## config.mk

```make
export PLATFORM = sky130hd
export DESIGN_NAME = event_wheel
export DESIGN_NICKNAME = d
export VERILOG_FILES = /design/src/rtl/event_wheel.sv
export SDC_FILE = /design/constraint.sdc
export NUM_CORES = 1
export LEC_CHECK = 0
export ABC_AREA = 1
export BUFFER_PORTS_ARGS = -buffer_cell sky130_fd_sc_hd__buf_2
export CAP_MARGIN = 30
export CELL_PAD_IN_SITES_DETAIL_PLACEMENT = 0
export CELL_PAD_IN_SITES_GLOBAL_PLACEMENT = 1
export CORE_MARGIN = 8
export CORE_UTILIZATION = 40
export DETAILED_ROUTE_END_ITERATION = 16
export GPL_TIMING_DRIVEN = 0
export HOLD_SLACK_MARGIN = 0.08
export PLACE_DENSITY = 0.64
export SYNTH_ARGS = -nofsm -noshare
export SYNTH_HDL_FRONTEND = slang
export SYNTH_SLANG_ARGS = --single-unit
```

## constraint.sdc

```tcl
create_clock -name clk -period 7.7 [get_ports clk]
set_clock_uncertainty 0.1 [all_clocks]
set_input_delay 1.54 -clock clk [delete_from_list [all_inputs] [get_ports clk]]
set_output_delay 1.54 -clock clk [all_outputs]
set_load 0.02 [all_outputs]
```

## src/rtl/event_wheel.sv

```systemverilog
module event_wheel #(
  parameter int NSLOTS = 8,
  parameter int DEPTH  = 4,
  parameter int IDW    = 8,
  parameter int TW     = 16,
  localparam int SW = $clog2(NSLOTS),
  localparam int OW = $clog2(DEPTH + 1),
  localparam int AW = $clog2(DEPTH),
  localparam int CW = $clog2(NSLOTS * DEPTH + 1)
) (
  input  logic           clk,
  input  logic           rst_n,
  input  logic [TW-1:0]  time_now,
  input  logic           sched_valid,
  output logic           sched_ready,
  input  logic [SW-1:0]  sched_delay,
  input  logic [IDW-1:0] sched_id,
  output logic           fire_valid,
  output logic [IDW-1:0] fire_id,
  output logic [CW-1:0]  pending,
  output logic           overflow
);

  logic [IDW-1:0] mem [NSLOTS][DEPTH];
  logic [OW-1:0]  occ [NSLOTS];
  logic [SW-1:0]  base, cur, stop;
  logic           busy;

  wire [SW-1:0] pos    = time_now[SW-1:0];
  wire [SW-1:0] origin = (pending == '0) ? pos : base;
  wire [SW-1:0] tgt    = origin + sched_delay;
  wire          full   = (occ[tgt] == OW'(DEPTH));
  wire          take   = sched_valid && sched_ready && (sched_delay != '0);
  wire          push   = take && !full;
  wire [OW-1:0] top    = occ[cur] - 1'b1;

  assign sched_ready = !busy && ((pending == '0) || (pos == base));
  assign fire_valid  = busy && (occ[cur] != '0);
  assign fire_id     = mem[cur][top[AW-1:0]];

  always_ff @(posedge clk) begin
    if (push) mem[tgt][occ[tgt][AW-1:0]] <= sched_id;
  end

  always_ff @(posedge clk or negedge rst_n) begin
    if (!rst_n) begin
      base     <= '0;
      cur      <= '0;
      stop     <= '0;
      busy     <= 1'b0;
      pending  <= '0;
      overflow <= 1'b0;
      for (int s = 0; s < NSLOTS; s++) occ[s] <= '0;
    end else begin
      overflow <= take && full;
      if (busy) begin
        if (occ[cur] != '0) begin
          occ[cur] <= occ[cur] - 1'b1;
          pending  <= pending - 1'b1;
        end else if (cur == stop) begin
          busy <= 1'b0;
          base <= stop;
        end else begin
          cur <= cur + 1'b1;
        end
      end else begin
        if (pending == '0) begin
          base <= pos;
        end else if (pos != base) begin
          busy <= 1'b1;
          cur  <= base;
          stop <= pos;
        end
        if (push) begin
          occ[tgt] <= occ[tgt] + 1'b1;
          pending  <= pending + 1'b1;
        end
      end
    end
  end

endmodule

```

# Word-level counts from Yosys, hierarchy flattened
# Memory sizes are Yosys's and may differ from the RTL's.
# Cells that the tools add are included.
totals:
  regBits: 41
  ramBits: 256
  word_cells: 103
  mem_count: 1
memory_table:
  columns: ["memory", "depth", "word_bits", "rd", "rd_ports_with_merged_regs", "write_ports", "line", "text"]
  rows:
  - ["mem", 8, 32, 1, 0, 1, "24", "logic [IDW-1:0] mem [NSLOTS][DEPTH];"]
classes:
  add_sub_neg: 6
  magnitude_cmp: 7
  n_eq_ne: 9
  n_mux: 39
  bitwise_logic: 6
  n_reduce_logical: 21
ops:
  columns: ["cell", "count"]
  rows:
  - ["24-bit two-way mux", 3]
  - ["24-bit bitwise mux", 2]
  - ["3-bit two-way mux", 15]
  - ["32-bit two-way mux", 1]
  - ["8-bit two-way mux", 3]
  - ["3-bit binary-select mux with 3-bit select", 2]
  - ["3-bit demux with 3-bit select", 2]
  - ["6-bit two-way mux", 3]
  - ["8-bit binary-select mux with 2-bit select", 1]
  - ["8-bit demux with 2-bit select", 1]
  - ["1-bit logical AND", 9]
  - ["4-bit greater-or-equal comparator (second input constant)", 2]
  - ["4-bit by 1-bit less-than comparator with 1-bit output (second input constant)", 2]
  - ["3-bit NOT with 4-bit output", 2]
  - ["3-bit by 1-bit adder with 3-bit output (second input constant)", 2]
  - ["6-bit by 1-bit adder with 6-bit output (second input constant)", 1]
  - ["3-bit == test", 2]
  - ["3-bit greater-or-equal comparator (second input constant)", 2]
  - ["6-bit logical NOT", 1]
  - ["1-bit two-way mux", 6]
  - ["2-bit inequality test (second input constant)", 3]
  - ["2-bit NOT with 3-bit output", 2]
  - ["3-bit nonzero test", 2]
  - ["6-bit by 1-bit subtractor with 6-bit output (second input constant)", 1]
  - ["13 further kinds", 18]

# Depth between registers and ports, before layout
depth:
  ltp_word: 13
  mapped_depth: 23

# Least setup slack after synthesis
# OpenSTA, ideal clock, no wires.
synth_path:
  kind: "input-to-reg"
  from: "input time_now[0]"
  to: "memory mem[0][24] (netlist bit) (enable)"
  setup_time_ns: 0.370
  arrival_ns: 4.379
  required_time_ns: 7.230
  setup_slack_ns: 2.851
  stages: 17
  path_buffers: 1
  path_cell_list: "inv_1 -> o21ai_0 -> ha_1 -> fa_1 -> inv_1 -> clkbuf_1 -> nor2_1 -> nand2_1 -> nor2_1 -> a21oi_1 -> nand3_1 -> ha_1 -> nand3_4 -> nand2_4 -> inv_2 -> nand2_2 -> nor2_1"
synth_via:
  elab_chain_cells: 12
  elab_cells_between_ends: 22
  cone_classes: "add/sub (1); order compare (2); eq/ne (2); mux (8); bitwise (2); reduce/logical (7)"
synth_lines:
  columns: ["item", "line", "text"]
  rows:
  - ["start: declaration", "13", "input logic [TW-1:0] time_now,"]
  - ["3-bit two-way mux", null, null]
  - ["3-bit adder", "31", "wire [SW-1:0] tgt = origin + sched_delay;"]
  - ["3-bit NOT with 4-bit output (not written as such)", "32, 42", null]
  - ["3-bit binary-select mux with 3-bit select", "32, 42", null]
  - ["3-bit two-way mux (not written as such) (2 in a row)", "32", "wire full = (occ[tgt] == OW'(DEPTH));"]
  - ["2-bit NOT with 3-bit output (not written as such)", "42", "if (push) mem[tgt][occ[tgt][AW-1:0]] <= sched_id;"]
  - ["3-bit greater-or-equal comparator (not written as such) / 3-bit by 1-bit less-than comparator with 1-bit output (equally long branches)", "42", null]
  - ["1-bit logical AND (not written as such)", "42", null]
  - ["8-bit two-way mux (not written as such)", "42", null]
  - ["8-bit demux with 2-bit select", "42", null]
  - ["32-bit two-way mux (not written as such)", "42", null]
  - ["end: declaration", "24", null]
# Several ways; a longest one is shown, not always the timed one. The select of a mux whose other input is x is not followed.

# Final worst setup path
layout_path:
  from: "register cur[0]"
  to: "output fire_id[1]"
layout_via:
  elab_chain_cells: 9
  elab_cells_between_ends: 10
  cone_classes: "add/sub (1); mux (6); bitwise (2); memory (1)"
layout_lines:
  columns: ["item", "line", "text"]
  rows:
  - ["start: declaration", "26", "logic [SW-1:0] base, cur, stop;"]
  - ["start signal: assignment", "64", "cur <= cur + 1'b1;"]
  - ["start signal: assignment", "71", "cur <= base;"]
  - ["3-bit NOT with 4-bit output (not written as such)", "35", "wire [OW-1:0] top = occ[cur] - 1'b1;"]
  - ["3-bit binary-select mux with 3-bit select", "35", null]
  - ["3-bit two-way mux (2 in a row)", null, null]
  - ["3-bit by 1-bit subtractor with 3-bit output", null, null]
  - ["2-bit NOT with 3-bit output (not written as such)", "39", "assign fire_id = mem[cur][top[AW-1:0]];"]
  - ["8-bit binary-select mux with 2-bit select *", "39", null]
  - ["8-bit two-way mux (not written as such) * (2 in a row)", "39", null]
  - ["end: declaration", "19", "output logic [IDW-1:0] fire_id,"]
# Mark *: on every way between the ends. The rest lies on a longest branch, timed or not. The select of a mux whose other input is x is not followed.

==> out/results.ini <==
[power_and_ir_drop]
p_clk_share_pct=23.5
p_sw_share_pct=46.5
internal_power_w=0.00361
p_leak_nw=5.40
p_per_area_mw_per_mm2=454
pwr-share-comb_pct=47.9
p_switching_w=0.00314
p_seq_share_pct=28.6
vdd_ir_drop_max_v=0.000365

[setup_path]
cpMostUsedCell=buf_2
setup.worst_path.class=reg2out
worst-endpoint-required_ns=6.06
worst_path_max_delay_cell=clkbuf_1
endpoint_kind=primary output
startpoint_type=flip-flop
cp-startpoint=cur[0]
cp_top_family=buffers and inverters
worstSetupPathDepth=12
crit_end=fire_id[1]
reg2reg_depth=18
path_buf_inv=6
crit_arrival_ns=4.46
worst-path-max-fanout=10
cp_cell_sequence=buf_2 -> buf_2 -> clkbuf_1 -> o21ai_0 -> o21ai_0 -> a211oi_1 -> ha_1 -> inv_1 -> clkbuf_1 -> nand3_1 -> nand2_1 -> buf_2
ff2ff_setup_slack_ns=2.15
r2r_end=mem[0][8]
r2r-start=pending[3]
cpPeakStageDelay_ns=0.57

[placed_design]
place_hpwl_um=27900
io_buffers=33
place_inst=1680
routabilityCongestion=0.919

[cts]
tritoncts=built
post_cts_buffers=0
cts_resized=0
clock_sinks=297
numCtsBuffers=34
clock_path_buffers=3
clockRootBuffer=clkbuf_16
holdBufCountCts=0
insertion_delay_ns=0.52
htreeDepth=2
clk_pin_slew_worst_paths_ns=0.06

[routing]
first_pass_iters=6
vias_per_cell=5.32
drt_iter0_drc=847
routed_wl_um=40500
drc=0
ant_nets=0
num_vias=9264
wire_per_inst_um=23.3

[yosys]
synthMuxAreaShare_pct=0
ys_seq_area_share_pct=66.7
netlist_instances=1204
synthAdderAreaFrac_pct=1.46
synth_xor_area_share_pct=0.671
synth-seq-cells=297
yosys_warnings=0
syn_nets=1248
synth_compound_area_share_pct=8.84
yosys.cell_types.count=43
synth_area_mm2=0.0131
synthSimpleGateAreaFrac_pct=18.8
avgSynthCellArea_um2=10.8
synth_top_family_by_area=simple AND/OR/NAND/NOR gates

[die]
dieArea_mm2=0.0387
top_level_ports=47
die_x_um=197
start_util_pct=40.3
die-height_um=197
rows=66
core_mm2=0.0324

[timing]
finalSetupViolCount=0
fmaxAchievable_ghz=0.164
finalHoldViolCount=0
holdWs_ns=0.385
tns_ns=0
min_period_over_period_pct=79.2
rsz0062_at_grt=false
maxSlewViolCount=0
period_minus_slack_ns=6.10
tightest_slew_ns=0.963
relSlewSlack_pct=35.6

[status]
status=completed

[global_route]
track_usage_pct=21.0
antenna_found_initial=0
grt_pass1_wl_um=59800
grt_pass1_vias=9068
overflow=0
grt_max_degree=34

[layout]
diodes=0
drive_above_1_share_pct=9.86
fin_util_pct=45.9
area_growth_pct=13.9
stdcell_count=1740
final_nets=1318

[worst_hold_path]
hold_path.class=reg2reg

[job]
drv_cap=0

routing by layer:
metal	GRT usage (%)	routed length, um
met5	0	0
met4	6.83	1260
met3	3.12	2310
met2	35.1	19200
met1	27.9	17700
placed cells by master, fill, tap and decap left out, types with 2 or more instances in the layout:
cell type,n
buf_1,5
buf_2,44
nor3_1,27
a21oi_2,4
nand4_1,16
xnor2_1,6
inv_6,2
a211oi_1,21
clkinv_1,3
edfxtp_1,256
nor2_2,2
dfrtp_1,41
inv_1,50
a21oi_1,22
nand2_1,223
clkinv_2,3
o21ai_1,2
buf_4,2
nand4_2,3
nand3_1,54
nand2_2,8
clkbuf_1,48
bufinv_16,3
xor2_1,4
ha_1,12
o211ai_1,2
o31ai_1,8
fa_1,2
nand3b_1,4
nand3_2,4
clkbuf_16,34
nor2_1,216
o21ai_0,103
nand2_4,3
o22ai_1,36
or3_1,5
clkinvlp_4,2
inv_2,5
worst min-delay path by stage:
stage / from / endpoint / slack [ns] / depth (start not counted)
2_1_floorplan: occ[3] / occ[3] / 0.35 / 2
3_3_place_gp: occ[13] / occ[13] / 0.37 / 2
3_5_place_dp: occ[19] / occ[19] / 0.37 / 2
4_1_cts: occ[19] / occ[19] / 0.39 / 2
5_1_grt: occ[7] / occ[7] / 0.41 / 2
6_report: occ[19] / occ[19] / 0.38 / 2
synthesized netlist by cell type (all sizes together):
master / number / share of area (%)
a2111oi: 1 / 0.067
a211oi: 21 / 1.2
a21oi: 26 / 1.1
a22o: 1 / 0.067
a22oi: 1 / 0.058
buf: 20 / 0.88
clkbuf: 36 / 1.0
clkinv: 1 / 0.029
dfrtp: 41 / 7.9
edfxtp: 256 / 59
fa: 2 / 0.31
ha: 12 / 1.2
inv: 55 / 1.6
nand2: 235 / 7.2
nand3: 59 / 2.5
nand3b: 4 / 0.23
nand4: 19 / 1.1
nor2: 218 / 6.3
nor3: 28 / 1.1
nor4: 1 / 0.048
o211ai: 2 / 0.11
o21ai: 105 / 4.0
o22ai: 36 / 1.7
o31ai: 8 / 0.46
or2: 1 / 0.048
or3: 5 / 0.24
xnor2: 6 / 0.40
xor2: 4 / 0.27
logic make-up (layout without fill, tap and decap cells):
kind of cell    Yosys count  after routing
fa+ha+maj                14             14
flops                   297            297
compound gates          201            201
xor+xnor                 10             10
buf+inv                 112            206
simple gates            570            570
worst register-to-register path, stage by stage, from the launching register on:
cell	delay, ns
dfrtp_1	0.42
nor2_1	0.26
nand3_2	0.20
o21ai_0	0.33
ha_1	0.24
fa_1	0.49
inv_1	0.10
clkbuf_1	0.44
nor2_1	0.15
nand2_1	0.35
nor2_1	0.11
a21oi_1	0.16
nand3_1	0.17
ha_1	0.29
nand3_4	0.13
nand2_4	0.14
inv_2	0.15
nand2_2	0.17
nor2_1	0.77
metrics by stage:
| step | setup slack (ns) | power (W) | area [um2] |
|---|---|---|---|
| 2_1_floorplan | 2.85 | 0.00388 | 13100 |
| 3_3_place_gp | 1.40 | 0.00518 | 13800 |
| 3_5_place_dp | 1.38 | 0.00518 | 13800 |
| 4_1_cts | 1.65 | 0.00677 | 14900 |
| 5_1_grt | 1.27 | 0.00711 | 14900 |
| 6_report | 1.60 | 0.00676 | 14900 |
area by class of cell:
class	count	area [um2]
Tap cell	442	553
Clock inverter	14	181
Timing Repair Buffer	34	185
Multi-Input combinational cell	795	3880
Buffer	56	250
Fill cell	3027	17500
Sequential cell	297	8710
Inverter	56	210
Clock buffer	46	896
sequential cells by signal (all words and copies together), names as in the netlist:
| signal | count |
|---|---|
| mem | 256 |
| stop | 3 |
| busy | 1 |
| occ | 24 |
| cur | 3 |
| overflow | 1 |
| pending | 6 |
| base | 3 |
power by group through the flow:
stage	sequential [W]	combinational [W]	clock (W)
2_1_floorplan	0.00195	0.00193	0
3_3_place_gp	0.00196	0.00322	0
3_5_place_dp	0.00196	0.00322	0
4_1_cts	0.00193	0.00323	0.00161
5_1_grt	0.00194	0.00350	0.00167
6_report	0.00193	0.00324	0.00159
Note: power is estimated with default switching activity, not from simulation.
